[config.mk]
export PLATFORM = sky130hd
export DESIGN_NAME = cbr_refresh_seq
export DESIGN_NICKNAME = d
export VERILOG_FILES = /design/src/rtl/cbr_seq_pkg.sv /design/src/rtl/cbr_step_timer.sv /design/src/rtl/cbr_strobe_reg.sv /design/src/rtl/cbr_refresh_seq.sv
export SDC_FILE = /design/constraint.sdc
export NUM_CORES = 1
export LEC_CHECK = 0
export BUFFER_PORTS_ARGS = -buffer_cell sky130_fd_sc_hd__buf_2
export CAP_MARGIN = 20
export CORE_MARGIN = 1
export CORE_UTILIZATION = 35
export DETAILED_ROUTE_END_ITERATION = 8
export SETUP_SLACK_MARGIN = 0.4
export SLEW_MARGIN = 20
export SYNTH_ARGS = -nofsm -noshare
export SYNTH_HDL_FRONTEND = slang
export SYNTH_SLANG_ARGS = --single-unit
[constraint.sdc]
create_clock -name clk -period 2.3 [get_ports clk]
set_input_delay 0 -clock clk [delete_from_list [all_inputs] [get_ports clk]]
set_output_delay 0 -clock clk [all_outputs]
set_load 0.01 [all_outputs]
[src/rtl/cbr_seq_pkg.sv]
package cbr_seq_pkg;

    typedef enum logic [1:0] {
        KIND_CBR      = 2'd0,
        KIND_SR_ENTER = 2'd1,
        KIND_SR_EXIT  = 2'd2,
        KIND_NONE     = 2'd3
    } req_kind_e;

    typedef enum logic [2:0] {
        ST_IDLE,
        ST_CBR_SETUP,
        ST_CBR_ACTIVE,
        ST_CBR_PRECH,
        ST_SR_SETUP,
        ST_SR_HOLD,
        ST_SR_RELEASE,
        ST_SR_PRECH
    } seq_state_e;

    typedef struct packed {
        logic ras_n;
        logic cas_n;
        logic we_n;
    } strobe_t;

    localparam strobe_t STROBES_IDLE = '{ras_n: 1'b1, cas_n: 1'b1, we_n: 1'b1};

    // Ceiling conversion of a nanosecond minimum to clock cycles, never below one.
    function automatic int ns_to_cycles(input int ns, input int clk_ps);
        int c;
        c = (ns * 1000 + clk_ps - 1) / clk_ps;
        if (c < 1) c = 1;
        return c;
    endfunction

    function automatic int max_int(input int a, input int b);
        return (a > b) ? a : b;
    endfunction

    // Strobe levels held during each state; the write strobe never activates.
    function automatic strobe_t strobes_for(input seq_state_e s);
        strobe_t v;
        v = STROBES_IDLE;
        unique case (s)
            ST_CBR_SETUP, ST_SR_SETUP, ST_SR_RELEASE: v.cas_n = 1'b0;
            ST_CBR_ACTIVE, ST_SR_HOLD: begin
                v.cas_n = 1'b0;
                v.ras_n = 1'b0;
            end
            default: v = STROBES_IDLE;
        endcase
        return v;
    endfunction

endpackage

[src/rtl/cbr_step_timer.sv]
module cbr_step_timer #(
    parameter int W = 8
) (
    input  logic         clk,
    input  logic         rst,
    input  logic         load,
    input  logic [W-1:0] load_val,
    output logic         expired
);
    logic [W-1:0] cnt;

    always_ff @(posedge clk) begin
        if (rst) begin
            cnt <= '0;
        end else if (load) begin
            cnt <= load_val;
        end else if (cnt != '0) begin
            cnt <= cnt - 1'b1;
        end
    end

    assign expired = (cnt == '0);

    a_r2_timer_counts_down: assert property (@(posedge clk) disable iff (rst)
        (!load && !expired) |=> (cnt == $past(cnt) - 1'b1));

endmodule

[src/rtl/cbr_strobe_reg.sv]
module cbr_strobe_reg
    import cbr_seq_pkg::*;
(
    input  logic       clk,
    input  logic       rst,
    input  seq_state_e state_nxt,
    output strobe_t    strobes
);
    // Strobes come straight from flops so the DRAM pins never see decode glitches.
    always_ff @(posedge clk) begin
        if (rst) begin
            strobes <= STROBES_IDLE;
        end else begin
            strobes <= strobes_for(state_nxt);
        end
    end

    a_r1_we_never_active: assert property (@(posedge clk) disable iff (rst)
        strobes.we_n);

endmodule

[src/rtl/cbr_refresh_seq.sv]
module cbr_refresh_seq
    import cbr_seq_pkg::*;
#(
    parameter int CLK_PS  = 4000,
    parameter int CSR_NS  = 5,
    parameter int CHR_NS  = 10,
    parameter int RAS_NS  = 60,
    parameter int RP_NS   = 40,
    parameter int RASS_NS = 100000,
    parameter int CHD_NS  = 10,
    parameter int RPS_NS  = 110
) (
    input  logic       clk,
    input  logic       rst,
    input  logic       req_valid,
    input  logic [1:0] req_kind,
    output logic       req_ready,
    output logic       ras_n,
    output logic       cas_n,
    output logic       we_n,
    output logic       busy,
    output logic       done
);
    localparam int CSR_CYC  = ns_to_cycles(CSR_NS, CLK_PS);
    localparam int CHR_CYC  = ns_to_cycles(CHR_NS, CLK_PS);
    localparam int RAS_CYC  = max_int(ns_to_cycles(RAS_NS, CLK_PS), CHR_CYC);
    localparam int RP_CYC   = ns_to_cycles(RP_NS, CLK_PS);
    localparam int RASS_CYC = ns_to_cycles(RASS_NS, CLK_PS);
    localparam int CHD_CYC  = ns_to_cycles(CHD_NS, CLK_PS);
    localparam int RPS_CYC  = ns_to_cycles(RPS_NS, CLK_PS);
    localparam int MAX_CYC  = max_int(max_int(max_int(CSR_CYC, RAS_CYC), max_int(RP_CYC, RASS_CYC)),
                                      max_int(CHD_CYC, RPS_CYC));
    localparam int TW       = $clog2(MAX_CYC + 1);

    localparam logic [TW-1:0] LD_CSR  = TW'(CSR_CYC - 1);
    localparam logic [TW-1:0] LD_RAS  = TW'(RAS_CYC - 1);
    localparam logic [TW-1:0] LD_RP   = TW'(RP_CYC - 1);
    localparam logic [TW-1:0] LD_RASS = TW'(RASS_CYC - 1);
    localparam logic [TW-1:0] LD_CHD  = TW'(CHD_CYC - 1);
    localparam logic [TW-1:0] LD_RPS  = TW'(RPS_CYC - 1);

    seq_state_e      state, state_nxt;
    logic            tmr_load, tmr_expired, done_set, accept;
    logic [TW-1:0]   tmr_val;
    strobe_t         strobes;

    // Handshake: which kinds may start depends only on the resting state.
    always_comb begin
        unique case (state)
            ST_IDLE:    req_ready = (req_kind == KIND_CBR) || (req_kind == KIND_SR_ENTER);
            ST_SR_HOLD: req_ready = tmr_expired && (req_kind == KIND_SR_EXIT);
            default:    req_ready = 1'b0;
        endcase
    end

    assign accept = req_valid && req_ready;

    always_comb begin
        state_nxt = state;
        tmr_load  = 1'b0;
        tmr_val   = '0;
        done_set  = 1'b0;
        unique case (state)
            ST_IDLE: if (accept) begin
                tmr_load = 1'b1;
                tmr_val  = LD_CSR;
                state_nxt = (req_kind == KIND_CBR) ? ST_CBR_SETUP : ST_SR_SETUP;
            end
            ST_CBR_SETUP: if (tmr_expired) begin
                state_nxt = ST_CBR_ACTIVE;
                tmr_load  = 1'b1;
                tmr_val   = LD_RAS;
            end
            ST_CBR_ACTIVE: if (tmr_expired) begin
                state_nxt = ST_CBR_PRECH;
                tmr_load  = 1'b1;
                tmr_val   = LD_RP;
            end
            ST_CBR_PRECH: if (tmr_expired) begin
                state_nxt = ST_IDLE;
                done_set  = 1'b1;
            end
            ST_SR_SETUP: if (tmr_expired) begin
                state_nxt = ST_SR_HOLD;
                tmr_load  = 1'b1;
                tmr_val   = LD_RASS;
                done_set  = 1'b1;
            end
            ST_SR_HOLD: if (accept) begin
                state_nxt = ST_SR_RELEASE;
                tmr_load  = 1'b1;
                tmr_val   = LD_CHD;
            end
            ST_SR_RELEASE: if (tmr_expired) begin
                state_nxt = ST_SR_PRECH;
                tmr_load  = 1'b1;
                tmr_val   = LD_RPS;
            end
            ST_SR_PRECH: if (tmr_expired) begin
                state_nxt = ST_IDLE;
                done_set  = 1'b1;
            end
            default: state_nxt = ST_IDLE;
        endcase
    end

    always_ff @(posedge clk) begin
        if (rst) begin
            state <= ST_IDLE;
            done  <= 1'b0;
        end else begin
            state <= state_nxt;
            done  <= done_set;
        end
    end

    cbr_step_timer #(.W(TW)) u_timer (
        .clk      (clk),
        .rst      (rst),
        .load     (tmr_load),
        .load_val (tmr_val),
        .expired  (tmr_expired)
    );

    cbr_strobe_reg u_strobes (
        .clk       (clk),
        .rst       (rst),
        .state_nxt (state_nxt),
        .strobes   (strobes)
    );

    assign ras_n = strobes.ras_n;
    assign cas_n = strobes.cas_n;
    assign we_n  = strobes.we_n;
    assign busy  = (state != ST_IDLE) && (state != ST_SR_HOLD);

    // Run-length observers on the pins, used only by the timing properties.
    logic [TW-1:0] ras_lo_run, ras_hi_run, cas_lo_run;
    localparam logic [TW-1:0] RUN_CAP = TW'(MAX_CYC);

    always_ff @(posedge clk) begin
        if (rst) begin
            ras_lo_run <= '0;
            ras_hi_run <= '0;
            cas_lo_run <= '0;
        end else begin
            ras_lo_run <= ras_n ? '0 : ((ras_lo_run == RUN_CAP) ? RUN_CAP : ras_lo_run + 1'b1);
            ras_hi_run <= !ras_n ? '0 : ((ras_hi_run == RUN_CAP) ? RUN_CAP : ras_hi_run + 1'b1);
            cas_lo_run <= cas_n ? '0 : ((cas_lo_run == RUN_CAP) ? RUN_CAP : cas_lo_run + 1'b1);
        end
    end

    a_r1_we_high: assert property (@(posedge clk) disable iff (rst)
        we_n);

    a_r2_cas_leads_ras: assert property (@(posedge clk) disable iff (rst)
        $fell(ras_n) |-> (!cas_n && int'(cas_lo_run) >= CSR_CYC));

    a_r3_cas_hold_after_ras: assert property (@(posedge clk) disable iff (rst)
        ($rose(cas_n) && $past(!ras_n)) |-> (int'(ras_lo_run) >= CHR_CYC));

    a_r6_self_refresh_min: assert property (@(posedge clk) disable iff (rst)
        ($rose(ras_n) && !cas_n) |-> (int'(ras_lo_run) >= RASS_CYC));

    a_r7_cas_hold_at_exit: assert property (@(posedge clk) disable iff (rst)
        ($rose(cas_n) && $past(ras_n)) |-> (int'(ras_hi_run) >= CHD_CYC));

    a_r8_no_ready_when_busy: assert property (@(posedge clk) disable iff (rst)
        busy |-> !req_ready);

    a_r10_done_one_cycle: assert property (@(posedge clk) disable iff (rst)
        done |=> !done);

endmodule

# ---- Word level (Yosys, flattened, before mapping)
# Index checks and enable logic that the tools add are counted.
dict set report classes {
  mux 24
  n_addsub 1
  reduce_logical 17
  n_eq_ne 15
  n_bitwise 1
}
# op count
set op_table {}
lappend op_table {{15-bit case mux with 6 select lines} 1}
lappend op_table {{15-bit 2-to-1 mux} 3}
lappend op_table {{3-bit 2-to-1 mux} 8}
lappend op_table {{3-bit equality test (second input constant)} 7}
lappend op_table {{3-bit case mux with 7 select lines} 1}
lappend op_table {{15-bit zero test} 1}
lappend op_table {{15-bit nonzero test} 1}
lappend op_table {{15-bit by 1-bit subtractor with 15-bit output (second input constant)} 1}
lappend op_table {{3-bit by 2-bit equality test with 1-bit output (second input constant)} 3}
lappend op_table {{4-bit 2-to-1 mux} 2}
lappend op_table {{2-bit OR reduction} 4}
lappend op_table {{3-bit by 1-bit equality test with 1-bit output (second input constant)} 2}
lappend op_table {{1-bit 2-to-1 mux} 5}
lappend op_table {{5-bit 2-to-1 mux} 1}
lappend op_table {{5-bit OR reduction} 1}
lappend op_table {{1-bit case mux with 2 select lines} 2}
lappend op_table {{4-bit OR reduction} 1}
lappend op_table {{1-bit logical AND} 3}
lappend op_table {{3-bit zero test} 1}
lappend op_table {{3-bit inequality test (second input constant)} 1}
lappend op_table {{3-bit nonzero test} 1}
lappend op_table {{3-bit OR reduction} 1}
lappend op_table {{2-bit by 1-bit equality test with 1-bit output (second input constant)} 1}
lappend op_table {{2-bit equality test (second input constant)} 1}
lappend op_table {{5 further kinds} 5}
dict set report totals {
  reg_bits 22
  output_inout_bits 6
  wordCells 64
  input_bits 5
}

# ---- Depth between registers and ports, before layout
dict set report depth {
  ltp_word 9
  depth_mapped 8
  ltp_nobuf 8
}

# ---- Cells and area by module
# A second synthesis with hierarchy kept.
dict set report hier_totals {
  cells_unflattened 170
  hier_area_um2 1412.6
}
# module seq_area_each_um2 cells_per_inst instances area_each_um2
set by_module_without_submodules {}
lappend by_module_without_submodules {cbr_step_timer 300.3 102 1 898.4}
lappend by_module_without_submodules {cbr_refresh_seq 80.1 59 1 427.9}
lappend by_module_without_submodules {cbr_strobe_reg 40.0 9 1 86.3}

# ---- Least setup slack after synthesis
# Ideal clock, no wire load.
dict set report synth_timing {
  path_kind {flip-flop to flip-flop}
  start {register u_timer.cnt[3]}
  end {register u_timer.cnt[3]}
  arrival_ns 1.902
  period_less_slack_ns 2.017
  path_buffers 1
  path_stages_with_launch 8
  setup_ns 0.115
  t_required_ns 2.185
  slack_ns 0.283
  path_cell_list {dfxtp_1 > nor4_4 > nand4_4 > or4_4 > buf_6 > o21ai_4 > o22ai_1 > and2_1}
}
dict set report synth_between {
  elab_chain_len 7
  elab_cells_between_ends 16
  classes_between {1 x add/sub; 10 x mux; 5 x reduce/logical}
}
# item line_no
set synth_rtl {}
lappend synth_rtl {{start: declaration} cbr_step_timer.sv:10} ;# logic [W-1:0] cnt;
lappend synth_rtl {{start signal: assignment} cbr_step_timer.sv:16} ;# cnt <= load_val;
lappend synth_rtl {{start signal: assignment} cbr_step_timer.sv:18} ;# cnt <= cnt - 1'b1;
lappend synth_rtl {{15-bit zero test} cbr_step_timer.sv:22} ;# assign expired = (cnt == '0);
lappend synth_rtl {{1-bit logical AND} cbr_refresh_seq.sv:51} ;# ST_SR_HOLD: req_ready = tmr_expired && (req_kind == KIND_SR_EXIT);
lappend synth_rtl {{1-bit case mux with 2 select lines} cbr_refresh_seq.sv:49} ;# unique case (state)
lappend synth_rtl {{1-bit logical AND} cbr_refresh_seq.sv:56} ;# assign accept = req_valid && req_ready;
lappend synth_rtl {{1-bit 2-to-1 mux} {cbr_refresh_seq.sv:64, cbr_refresh_seq.sv:89}}
lappend synth_rtl {{1-bit case mux with 2 select lines} cbr_refresh_seq.sv:63} ;# unique case (state)
lappend synth_rtl {{15-bit 2-to-1 mux / 2-bit nonzero test (equally long branches)} n/a}
# Several ways; a longest one is shown, not always the timed one. The select of a mux whose other input is x is not followed.
# A chain may end at the register's enable or synchronous reset.

# ---- Worst setup path after layout
dict set report layout_timing {
  start {register u_timer.cnt[0]}
  end {output req_ready}
}
dict set report layout_between {
  elab_chain_len 3
}
# item line_no
set layout_rtl {}
lappend layout_rtl {{15-bit zero test} cbr_step_timer.sv:22}
lappend layout_rtl {{1-bit logical AND} cbr_refresh_seq.sv:51}
lappend layout_rtl {{1-bit case mux with 2 select lines} cbr_refresh_seq.sv:49}
lappend layout_rtl {{end: declaration} cbr_refresh_seq.sv:17} ;# output logic req_ready,
# No other way between the ends.

==> out/metrics.yaml <==
ir_worst_vdd_mv: 0.570
clkTransAtPathRegs_ns: 0.12
p_int_w: 0.00142
grt_max_degree: 17
top_layer: "met4"
synth_flop_cell: "dfxtp_1"
areaGrowthSynthToFinish_pct: 34.8
r2r-start: "u_timer.cnt[6]"
maxCapViolCount: 0
die_w_um: 62.3
drc_errors: 0
p_seq_share_pct: 24.9
dieArea_um2: 3880
antenna_found_initial: 0
die_y_um: 62.3
fmax_mhz: 509
rrSetupSlack_ns: 0.37
yosysSeqAreaShare_pct: 33.0
final_layout_size_suffix_gt1_share_pct: 39.9
rr_endpoint: "u_timer.cnt[9]"
p_per_area_nw_per_um2: 1510
ant_nets: 0
cp_max_fo: 5
cts_root_buffer: "clkbuf_4"
io_buffers: 9
holdCritPathClass: "primary input to flip-flop"
cp.required_ns: 2.30
post-route-min-period_ns: 1.97
grt_overflow: 0
wl_met2_um: 1780
htree_levels: 1
coreArea_um2: 3420
finalPower_w: 0.00259
hold_viol: 0
max-clock-path-buffers: 2
ys_types: 41
critPathCapture: "req_ready"
status: "finished clean"
r2r_cells: 7
p_comb_share_pct: 67.9
p_switching_w: 0.00117
finalNetCount: 190
relSlewSlack_pct: 62.4
grtUsageTotal_pct: 16.9
tns_ns: 0
yosys-top-cells-area: "dfxtp_1 (33%), nor3_1 (7.9%), nor2_1 (5.6%), a21oi_1 (5.1%), xnor2_1 (4.8%)"
sw_frac_of_total_pct: 45.2
synth_largest_area_cell: "dfxtp_1"
max_stage_delay_ns: 0.36
routedWlPerCell_um: 15.3
synth_edf_count: 0
synth.most_common_cell: "dfxtp_1"
grt_pass1_vias: 1121
ctsHoldBuffers: 0
cp_cell_sequence: "inv_2 -> ha_4 -> nor4b_4 -> nand4_1 -> buf_6 -> nor3_4 -> a21oi_2 -> nor2_1 -> buf_2"
postSynthNetCount: 167
leakagePower_nw: 0.647
startpoint: "u_timer.cnt[0]"
yosys_warnings: 0
finalWeightedCongestion: 0.835
drt-initial-drc-count: 33
worstMarginPinSlew_ns: 0.563
diodes: 0
wirelength_um: 3500
yosysTopAreaCellShare_pct: 33.0
syn_inst: 161
ys_ff_latch: 21
routedLengthMet1_um: 1460
hpwl_um: 2060
synth_common_cells: "dfxtp_1 (21), nor3_1 (20), nor2_1 (19)"
dr.pass1.iters: 4
critPathSlowestCell: "dfxtp_2"
start_kind: "flip-flop"
io-pin-count: 11
clockPowerShare_pct: 7.2
avgViaCountPerCell: 5.50
avgSynthCellArea_um2: 7.90
numClockSinks: 21
route.met3.wl_um: 134
critical_path.endpoint_type: "primary output"
grt_pass1_wl_um: 5240
cts_tree: "done"
drv_slew: 0
cts_buffers: 3
min_period_over_period_pct: 85.4
fill_cells: 321
seq_area_um2: 437
start_util_pct: 37.3
critPathKind: "flip-flop to primary output"
setup_violations: 0
finClkSkew_ns: 0.00369
grt_setup_unrepaired: "true"
ys_async_sr_fraction_pct: 0
multi_input_area_um2: 988
vias: 1260
clk_latency_ns: 0.32
arrival_ns: 1.97
num_rows: 21
synth_area_um2: 1270
==> final cells by class <==
| class | count | area share (%) |
|---|---|---|
| clock buffers | 4 | 1.53 |
| inverters | 4 | 0.875 |
| multi-input cells | 128 | 57.6 |
| flip-flops and latches | 21 | 25.5 |
| well taps | 46 | 3.36 |
| repair buffers | 26 | 11.2 |
==> stage by stage <==
| stage | std cells | worst slack [ns] | instance area, um^2 | utilization (%) | hold slack (ns) |
|---|---|---|---|---|---|
| 4_1_cts | 225 | 0.307 | 1530 | 44.9 | 0.0242 |
| 3_3_place_gp | 211 | 0.273 | 1370 | 40.1 | 0.350 |
| 6_report | 229 | 0.335 | 1720 | 50.2 | 0.0620 |
| 3_5_place_dp | 211 | 0.182 | 1370 | 40.1 | 0.361 |
| 5_1_grt | 229 | 0.229 | 1720 | 50.2 | 0.0571 |
| 2_1_floorplan | 161 | 0.330 | 1280 | - | 0.0774 |
==> worst min path at each step <==
stage | from | end | slack [ns] | cells past startpoint
2_1_floorplan | rst | u_timer.cnt[6] | 0.08 | 1
3_3_place_gp | rst | u_timer.cnt[0] | 0.35 | 2
3_5_place_dp | rst | u_timer.cnt[2] | 0.36 | 2
4_1_cts | rst | u_timer.cnt[2] | 0.02 | 2
5_1_grt | rst | u_timer.cnt[0] | 0.06 | 2
6_report | rst | u_timer.cnt[0] | 0.06 | 2
==> what timing repair did <==
action,in CTS,in global routing
cloned,0,0
resized for setup,17,36
endpoints found under the setup margin,17,19
setup buffers,10,4
pin swaps,13,18
==> worst max-delay path, delay by kind of cell (launching register included) <==
family	cells	cell delay (ns)
AOI/OAI and AO/OA	1	0.07
and+or+nand+nor	4	0.62
buffers and inverters	3	0.44
DFF	1	0.36
adders and majority gates	1	0.17
==> metal layers <==
metal	vias to the layer above	GRT usage (%)
met4	0	8.72
met2	42	27.3
li1	609	-
met1	598	21.7
met5	-	0
met3	11	2.39
==> flip-flops by register name (all words and copies together), names as in the netlist <==
| name | flops |
|---|---|
| done | 1 |
| state | 3 |
| u_strobes.strobes | 2 |
| u_timer.cnt | 15 |
==> power groups by stage <==
stage | sequential, W | combinational, W | clock (W)
after floorplan | 0.000586 | 0.000978 | 0
after CTS | 0.000620 | 0.00143 | 0.000191
after global placement | 0.000615 | 0.00117 | 0
after detailed placement | 0.000622 | 0.00118 | 0
final | 0.000644 | 0.00176 | 0.000186
after global routing | 0.000664 | 0.00188 | 0.000207
==> placed cells by master, fill, tap and decap left out, types with 5 or more instances in the layout <==
| cell type | count |
|---|---|
| a21oi_1 | 8 |
| buf_2 | 9 |
| buf_4 | 12 |
| buf_6 | 5 |
| dfxtp_1 | 14 |
| nand2_1 | 14 |
| nor2_1 | 19 |
| nor3_1 | 13 |
| xnor2_1 | 7 |
==> kinds of logic after synthesis <==
kind of cell / Yosys count / share of synthesized area [%]
and+or+nand+nor: 86 / 38.8
AOI/OAI and AO/OA: 29 / 14.7
DFF: 21 / 33.0
buffers and inverters: 12 / 4.42
xor gates and xnor gates: 10 / 6.88
adders and majority gates: 1 / 0.983
other: 1 / 0.295
muxes: 1 / 0.787
No activity file was read; power rests on OpenSTA's default activity.
